File: src/rtl/dma_front_pkg.sv
package dma_front_pkg;

  // Register select codes on each channel's configuration port
  typedef enum logic [1:0] {
    SEL_SRC  = 2'd0,
    SEL_DST  = 2'd1,
    SEL_LEN  = 2'd2,
    SEL_NONE = 2'd3
  } cfg_sel_e;

endpackage

File: src/rtl/dma_chan_ctx.sv
module dma_chan_ctx
  import dma_front_pkg::*;
#(
  parameter int AW        = 16,
  parameter int LW        = 8,
  parameter int OUTW      = 5,
  parameter int SETUP_CYC = 7,
  localparam int SW       = $clog2(SETUP_CYC + 1)
) (
  input  logic          clk,
  input  logic          rst_n,
  input  logic          cfg_we,
  input  logic [1:0]    cfg_sel,
  input  logic [AW-1:0] cfg_wdata,
  input  logic          cfg_len_zero,
  input  logic          issue,
  input  logic          retire,
  output logic          eligible,
  output logic [AW-1:0] src_addr,
  output logic [AW-1:0] dst_addr,
  output logic          done
);

  logic [AW-1:0]   src_q, src_d, dst_q, dst_d;
  logic [LW-1:0]   rem_q, rem_d;
  logic [SW-1:0]   wait_q, wait_d;
  logic [OUTW-1:0] out_q, out_d;
  logic            active_q, active_d, done_q, done_d;

  always_comb begin
    src_d    = src_q;
    dst_d    = dst_q;
    rem_d    = rem_q;
    wait_d   = wait_q;
    out_d    = out_q;
    active_d = active_q;
    done_d   = done_q;
    if (!active_q) begin
      if (cfg_we) begin
        case (cfg_sel)
          SEL_SRC: src_d = cfg_wdata;
          SEL_DST: dst_d = cfg_wdata;
          SEL_LEN: begin
            if (cfg_len_zero) begin
              done_d = 1'b1;
            end else begin
              active_d = 1'b1;
              done_d   = 1'b0;
              rem_d    = cfg_wdata[LW-1:0];
              wait_d   = SW'(SETUP_CYC);
            end
          end
          default: ;
        endcase
      end
    end else begin
      if (wait_q != '0) wait_d = wait_q - SW'(1);
      if (issue) begin
        src_d = src_q + AW'(1);
        dst_d = dst_q + AW'(1);
        rem_d = rem_q - LW'(1);
      end
      out_d = out_q + OUTW'(issue) - OUTW'(retire);
      if (rem_q == '0 && out_q == '0) begin
        active_d = 1'b0;
        done_d   = 1'b1;
      end
    end
  end

  // Control state with reset
  always_ff @(posedge clk or negedge rst_n) begin
    if (!rst_n) begin
      active_q <= 1'b0;
      done_q   <= 1'b0;
      rem_q    <= '0;
      wait_q   <= '0;
      out_q    <= '0;
    end else begin
      active_q <= active_d;
      done_q   <= done_d;
      rem_q    <= rem_d;
      wait_q   <= wait_d;
      out_q    <= out_d;
    end
  end

  // Address registers: datapath, no reset
  always_ff @(posedge clk) begin
    src_q <= src_d;
    dst_q <= dst_d;
  end

  assign eligible = active_q && (wait_q == '0) && (rem_q != '0);
  assign src_addr = src_q;
  assign dst_addr = dst_q;
  assign done     = done_q;

endmodule

File: src/rtl/dma_rr_arb.sv
module dma_rr_arb #(
  parameter int N  = 4,
  parameter int CW = 2
) (
  input  logic          clk,
  input  logic          rst_n,
  input  logic [N-1:0]  req,
  input  logic          advance,
  output logic          any,
  output logic [CW-1:0] gnt_idx
);

  logic [CW-1:0] last_q, last_d;

  always_comb begin
    any     = 1'b0;
    gnt_idx = last_q;
    for (int k = 1; k <= N; k++) begin
      if (!any && req[(int'(last_q) + k) % N]) begin
        any     = 1'b1;
        gnt_idx = CW'((int'(last_q) + k) % N);
      end
    end
    last_d = advance ? gnt_idx : last_q;
  end

  always_ff @(posedge clk or negedge rst_n) begin
    if (!rst_n) last_q <= CW'(N - 1);
    else        last_q <= last_d;
  end

endmodule

File: src/rtl/dma_txn_table.sv
module dma_txn_table #(
  parameter int AW    = 16,
  parameter int DEPTH = 16,
  parameter int TW    = 4,
  parameter int CHW   = 2
) (
  input  logic           clk,
  input  logic           rst_n,
  input  logic           alloc,
  input  logic [CHW-1:0] alloc_ch,
  input  logic [AW-1:0]  alloc_dst,
  input  logic           rsp_valid,
  input  logic [TW-1:0]  rsp_tag,
  output logic           full,
  output logic [TW-1:0]  free_tag,
  output logic           hit,
  output logic [CHW-1:0] hit_ch,
  output logic [AW-1:0]  hit_dst
);

  logic [DEPTH-1:0] vld_q, vld_d;
  logic [CHW-1:0]   ch_q  [DEPTH];
  logic [AW-1:0]    dst_q [DEPTH];

  always_comb begin
    free_tag = '0;
    for (int i = DEPTH - 1; i >= 0; i--) begin
      if (!vld_q[i]) free_tag = TW'(i);
    end
    full    = &vld_q;
    hit     = rsp_valid && vld_q[rsp_tag];
    hit_ch  = ch_q[rsp_tag];
    hit_dst = dst_q[rsp_tag];
    vld_d   = vld_q;
    if (hit)   vld_d[rsp_tag]  = 1'b0;
    if (alloc) vld_d[free_tag] = 1'b1;
  end

  always_ff @(posedge clk or negedge rst_n) begin
    if (!rst_n) vld_q <= '0;
    else        vld_q <= vld_d;
  end

  for (genvar g = 0; g < DEPTH; g++) begin : g_ent
    always_ff @(posedge clk) begin
      if (alloc && free_tag == TW'(g)) begin
        ch_q[g]  <= alloc_ch;
        dst_q[g] <= alloc_dst;
      end
    end
  end

endmodule

File: src/rtl/dma_cmd_front.sv
module dma_cmd_front
  import dma_front_pkg::*;
#(
  parameter int NCH       = 4,
  parameter int AW        = 16,
  parameter int DW        = 32,
  parameter int LW        = 8,
  parameter int MAX_OUT   = 16,
  parameter int SETUP_CYC = 7,
  localparam int CHW      = $clog2(NCH),
  localparam int TW       = $clog2(MAX_OUT),
  localparam int OUTW     = $clog2(MAX_OUT + 1)
) (
  input  logic              clk,
  input  logic              rst_n,
  input  logic [NCH-1:0]    cfg_we,
  input  logic [2*NCH-1:0]  cfg_sel,
  input  logic [AW*NCH-1:0] cfg_wdata,
  output logic [NCH-1:0]    done,
  output logic              req_valid,
  input  logic              req_ready,
  output logic [AW-1:0]     req_addr,
  output logic [TW-1:0]     req_tag,
  input  logic              rsp_valid,
  input  logic [TW-1:0]     rsp_tag,
  input  logic [DW-1:0]     rsp_data,
  output logic [NCH-1:0]    spm_we,
  output logic [AW*NCH-1:0] spm_addr,
  output logic [DW*NCH-1:0] spm_wdata
);

  logic [NCH-1:0] elig, len_zero;
  logic [AW-1:0]  src_a [NCH];
  logic [AW-1:0]  dst_a [NCH];
  logic           any_req, full, hs, hit;
  logic [CHW-1:0] gnt_idx, hit_ch;
  logic [TW-1:0]  free_tag;
  logic [AW-1:0]  hit_dst;

  assign req_valid = any_req && !full;
  assign hs        = req_valid && req_ready;
  assign req_addr  = src_a[gnt_idx];
  assign req_tag   = free_tag;

  for (genvar g = 0; g < NCH; g++) begin : g_chan
    assign len_zero[g] = (cfg_wdata[g*AW +: LW] == '0);

    dma_chan_ctx #(
      .AW(AW), .LW(LW), .OUTW(OUTW), .SETUP_CYC(SETUP_CYC)
    ) u_ctx (
      .clk          (clk),
      .rst_n        (rst_n),
      .cfg_we       (cfg_we[g]),
      .cfg_sel      (cfg_sel[2*g +: 2]),
      .cfg_wdata    (cfg_wdata[g*AW +: AW]),
      .cfg_len_zero (len_zero[g]),
      .issue        (hs && gnt_idx == CHW'(g)),
      .retire       (hit && hit_ch == CHW'(g)),
      .eligible     (elig[g]),
      .src_addr     (src_a[g]),
      .dst_addr     (dst_a[g]),
      .done         (done[g])
    );

    assign spm_we[g]              = hit && hit_ch == CHW'(g);
    assign spm_addr[g*AW +: AW]   = hit_dst;
    assign spm_wdata[g*DW +: DW]  = rsp_data;
  end

  dma_rr_arb #(.N(NCH), .CW(CHW)) u_arb (
    .clk     (clk),
    .rst_n   (rst_n),
    .req     (elig),
    .advance (hs),
    .any     (any_req),
    .gnt_idx (gnt_idx)
  );

  dma_txn_table #(.AW(AW), .DEPTH(MAX_OUT), .TW(TW), .CHW(CHW)) u_tbl (
    .clk       (clk),
    .rst_n     (rst_n),
    .alloc     (hs),
    .alloc_ch  (gnt_idx),
    .alloc_dst (dst_a[gnt_idx]),
    .rsp_valid (rsp_valid),
    .rsp_tag   (rsp_tag),
    .full      (full),
    .free_tag  (free_tag),
    .hit       (hit),
    .hit_ch    (hit_ch),
    .hit_dst   (hit_dst)
  );

endmodule

File: config.mk
export PLATFORM = sky130hd
export DESIGN_NAME = dma_cmd_front
export DESIGN_NICKNAME = d
export VERILOG_FILES = /design/src/rtl/dma_front_pkg.sv /design/src/rtl/dma_chan_ctx.sv /design/src/rtl/dma_rr_arb.sv /design/src/rtl/dma_txn_table.sv /design/src/rtl/dma_cmd_front.sv
export SDC_FILE = /design/constraint.sdc
export NUM_CORES = 1
export LEC_CHECK = 0
export BUFFER_PORTS_ARGS = -buffer_cell sky130_fd_sc_hd__buf_2
export CAP_MARGIN = 20
export CORE_MARGIN = 2
export CORE_UTILIZATION = 45
export DETAILED_ROUTE_END_ITERATION = 12
export PLACE_DENSITY_LB_ADDON = 0.15
export SETUP_SLACK_MARGIN = 0.02
export SYNTH_ARGS = -nofsm -noshare
export SYNTH_HDL_FRONTEND = slang
export SYNTH_SLANG_ARGS = --single-unit
File: constraint.sdc
create_clock -name clk -period 4 [get_ports clk]
set_input_delay 0.2 -clock clk [delete_from_list [all_inputs] [get_ports clk]]
set_output_delay 0.2 -clock clk [all_outputs]
set_load 0.02 [all_outputs]
==> impl_metrics.json <==
{
  "synth_nets": 2302,
  "grtUsageMet1_pct": 30.7,
  "vias_per_cell": 5.72,
  "io_buffers": 176,
  "p_switching_w": 0.00863,
  "crit_fanout": 5,
  "busiest_layer": "met2",
  "drc": 0,
  "grt_use_total_pct": 23.2,
  "ant_nets": 0,
  "finalSetupViolations": 0,
  "clock_skew_ns": 0.0504,
  "cts_num_sinks": 506,
  "power_frac_comb_pct": 39.6,
  "dp_slack_ns": -0.197,
  "start_util_pct": 45.3,
  "yosysSeqAreaShare_pct": 56.6,
  "p_int_w": 0.0145,
  "crit_arrival_ns": 4.46,
  "dp_cells": 2889,
  "drtPass1Iterations": 5,
  "ir_worst_vdd_v": 0.000862,
  "startpoint_type": "register",
  "synth_edf_count": 416,
  "clock_latency_ns": 0.63,
  "grt_overflow_total": 0,
  "grt_pass1_wl_um": 106000,
  "leakagePower_nw": 11.0,
  "htree_levels": 2,
  "power_density_nw_per_um2": 772,
  "worst_slack_ns": 0.0559,
  "async_flop_share_pct": 17.8,
  "fin_crit_sh_pct": 98.6,
  "synth_cell_types": 69,
  "synth-seq-cells": 506,
  "syn_inst": 2138,
  "wirelength_um": 70600,
  "critPathKind": "reg -> reg",
  "grt_max_degree": 75,
  "yosysTopAreaCell": "edfxtp_1",
  "period_needed_ns": 3.94,
  "synth.avg_cell_area_sq_um": 12.2,
  "slowest_stage": "or4b_4",
  "ios": 337,
  "relSlewSlack_pct": 49.6,
  "status": "finished clean",
  "yosysMostFrequentCell": "edfxtp_1",
  "p_clk_share_pct": 22.8,
  "die_w_um": 245,
  "worstPathRequired_ns": 4.52,
  "grt_antenna_before_repair": 0,
  "synthTopCellsByCount": "416 x edfxtp_1, 228 x nand2_1, 184 x buf_4, 148 x a21oi_1, 138 x nor2_1",
  "synth_area_leaders": "edfxtp_1 48%, dfrtp_1 8.5%, mux4_2 8.2%",
  "cts_tree": "built",
  "fmax_ghz": 0.254,
  "hold_violations": 0,
  "synth_top_area_share_pct": 47.9,
  "clockRootBuffer": "clkbuf_16",
  "tightestPinTransition_ns": 0.756,
  "num_antenna_cells": 0,
  "rsz0062_at_grt": "true",
  "layout-drive-gt1-share_pct": 24.9,
  "maxCapViolCount": 0,
  "critPathMaxStageDelay_ns": 0.47,
  "finalSetupTns_ns": 0,
  "crit_chain": "inv_2 > ha_4 > or4b_4 > buf_6 > o41ai_2 > buf_4 > o22ai_4 > a211oi_4 > inv_2 > nor3_4 > buf_12 > inv_6 > ha_4 > inv_4 > ha_4 > inv_2 > fa_2 > inv_2 > a21oi_2 > nor2_1 > nor2_1 > xnor2_1 > nand2_1 > xnor2_1",
  "cts_buffers": 56,
  "wl_per_cell_um": 23.0,
  "clock_path_buffers": 3,
  "grt_pass1_vias": 17391,
  "place_congestion": 0.902,
  "power_w": 0.0232,
  "fin_area_sq_um": 30000,
  "fin_cells": 3075,
  "clk_pin_slew_worst_paths_ns": 0.06,
  "vias": 17594,
  "core_area_sq_um": 57500,
  "postPlaceCellArea_sq_um": 26900,
  "met2_usage_pct": 38.6,
  "die_h_um": 245,
  "syn_area_sq_um": 26100,
  "synthFlopType": "edfxtp_1",
  "dp_hpwl_um": 47400,
  "end_kind": "register",
  "num_rows": 88,
  "min_path_type": "in -> reg",
  "dieArea_sq_um": 59900,
  "met3_usage_pct": 3.84,
  "drv_slew": 0,
  "final_net_count": 2426,
  "sequentialPowerShare_pct": 37.6,
  "drt_iter0_markers": 1524,
  "p_sw_share_pct": 37.3,
  "yosys_warnings": 0,
  "area_delta_synth_final_pct": 15.3,
  "crit_path_frequent_cell": "inv_2",
  "fillers": 4970
}
==> final cells by class <==
type                    instances  area [sq um]  area share [%]
flip-flops and latches        506         14800            49.1
multi-input cells            1276          9640            32.1
repair buffers                354          2520            8.39
clock buffers                  77          1580            5.26
well taps                     765           957            3.19
clock inverters                29           327            1.09
inverters                      68           265           0.883
==> worst max-delay path: cells and delay by family (launching register included) <==
kind,cells,cell delay [ns]
simple gates,5,0.88
buf+inv,9,0.81
compound gates,4,0.74
fa+ha+maj,4,0.72
flops,1,0.40
xor+xnor,2,0.29
==> cell usage in the layout, fill, tap and decap left out, types with 53 or more instances in the layout <==
| master | instances |
|---|---|
| inv_1 | 53 |
| mux4_2 | 95 |
| buf_2 | 165 |
| nand3_1 | 61 |
| edfxtp_1 | 416 |
| and3_1 | 63 |
| dlygate4sd3_1 | 61 |
| buf_4 | 117 |
| nand2_1 | 226 |
| clkbuf_16 | 58 |
| nor2_1 | 121 |
| xnor2_1 | 55 |
| dfrtp_1 | 84 |
| o21ai_0 | 53 |
| a21oi_1 | 144 |
| xor2_1 | 80 |
==> metal layers <==
layer  part of all wire [%]  wire length [um]
met1                     42             29300
met2                     49             34800
met3                    6.1              4320
met4                    3.1              2170
met5                      0                 0
==> power groups by stage <==
| stage | clock network (W) | registers [W] | logic [W] |
|---|---|---|---|
| 3_5_place_dp | 0 | 0.00877 | 0.00832 |
| 5_1_grt | 0.00560 | 0.00881 | 0.00995 |
| 6_report | 0.00529 | 0.00871 | 0.00918 |
| 4_1_cts | 0.00541 | 0.00869 | 0.00862 |
| 3_3_place_gp | 0 | 0.00875 | 0.00812 |
| 2_1_floorplan | 0 | 0.00858 | 0.00542 |
==> repair_timing <==
| item | 4_1_cts | 5_1_grt |
|---|---|---|
| resized for setup | 30 | 59 |
| pin swaps | 18 | 33 |
| endpoints found under the hold margin | 143 | 0 |
| hold buffers | 61 | 0 |
| cloned | 0 | 2 |
| endpoints found under the setup margin | 22 | 42 |
| setup buffers | 15 | 6 |
==> registers in the layout, summed over array words and instances, names as in the netlist <==
register               flops
u_tbl.dst_q              256
g_chan.u_ctx.dst_addr     64
g_chan.u_ctx.src_addr     64
g_chan.u_ctx.rem_q        32
u_tbl.ch_q                32
g_chan.u_ctx.out_q        20
u_tbl.vld_q               16
g_chan.u_ctx.wait_q       12
g_chan.u_ctx.active_q      4
g_chan.u_ctx.done          4
u_arb.last_q               2
==> per-stage QoR <==
step	hold WS, ns	util, %
5_1_grt	0.0190	52.3
6_report	0.0417	52.3
3_5_place_dp	0.230	46.9
4_1_cts	0.00930	51.7
2_1_floorplan	-0.0956	-
3_3_place_gp	0.221	46.9
==> final timing paths <==
path	slack [ns]	endpoint	start	cells past startpoint
worst max-delay path	0.06	g_chan[0].u_ctx.out_q[4]$_DFFE_PN0P_	g_chan[3].u_ctx.rem_q[1]$_DFFE_PN0P_	24
worst min-delay path	0.04	g_chan[1].u_ctx.dst_addr[6]$_DFFE_PP_	cfg_wdata[22]	3
worst max register to register	0.06	g_chan[0].u_ctx.out_q[4]$_DFFE_PN0P_	g_chan[3].u_ctx.rem_q[1]$_DFFE_PN0P_	24
worst min register to register	0.48	g_chan[2].u_ctx.out_q[4]$_DFFE_PN0P_	g_chan[2].u_ctx.out_q[4]$_DFFE_PN0P_	1
max in group asynchronous	3.00	g_chan[2].u_ctx.active_q$_DFF_PN0_	rst_n	3
min in group asynchronous	0.12	g_chan[3].u_ctx.out_q[3]$_DFFE_PN0P_	rst_n	2
==> cell families after synthesis <==
logic type	after synthesis	synth area share, %
flops	506	56.6
mux	108	8.73
simple gates	648	12.0
xor+xnor	135	4.54
buf+inv	356	7.79
compound gates	337	7.96
fa+ha+maj	48	2.42
Note: power is estimated with default switching activity, not from simulation.
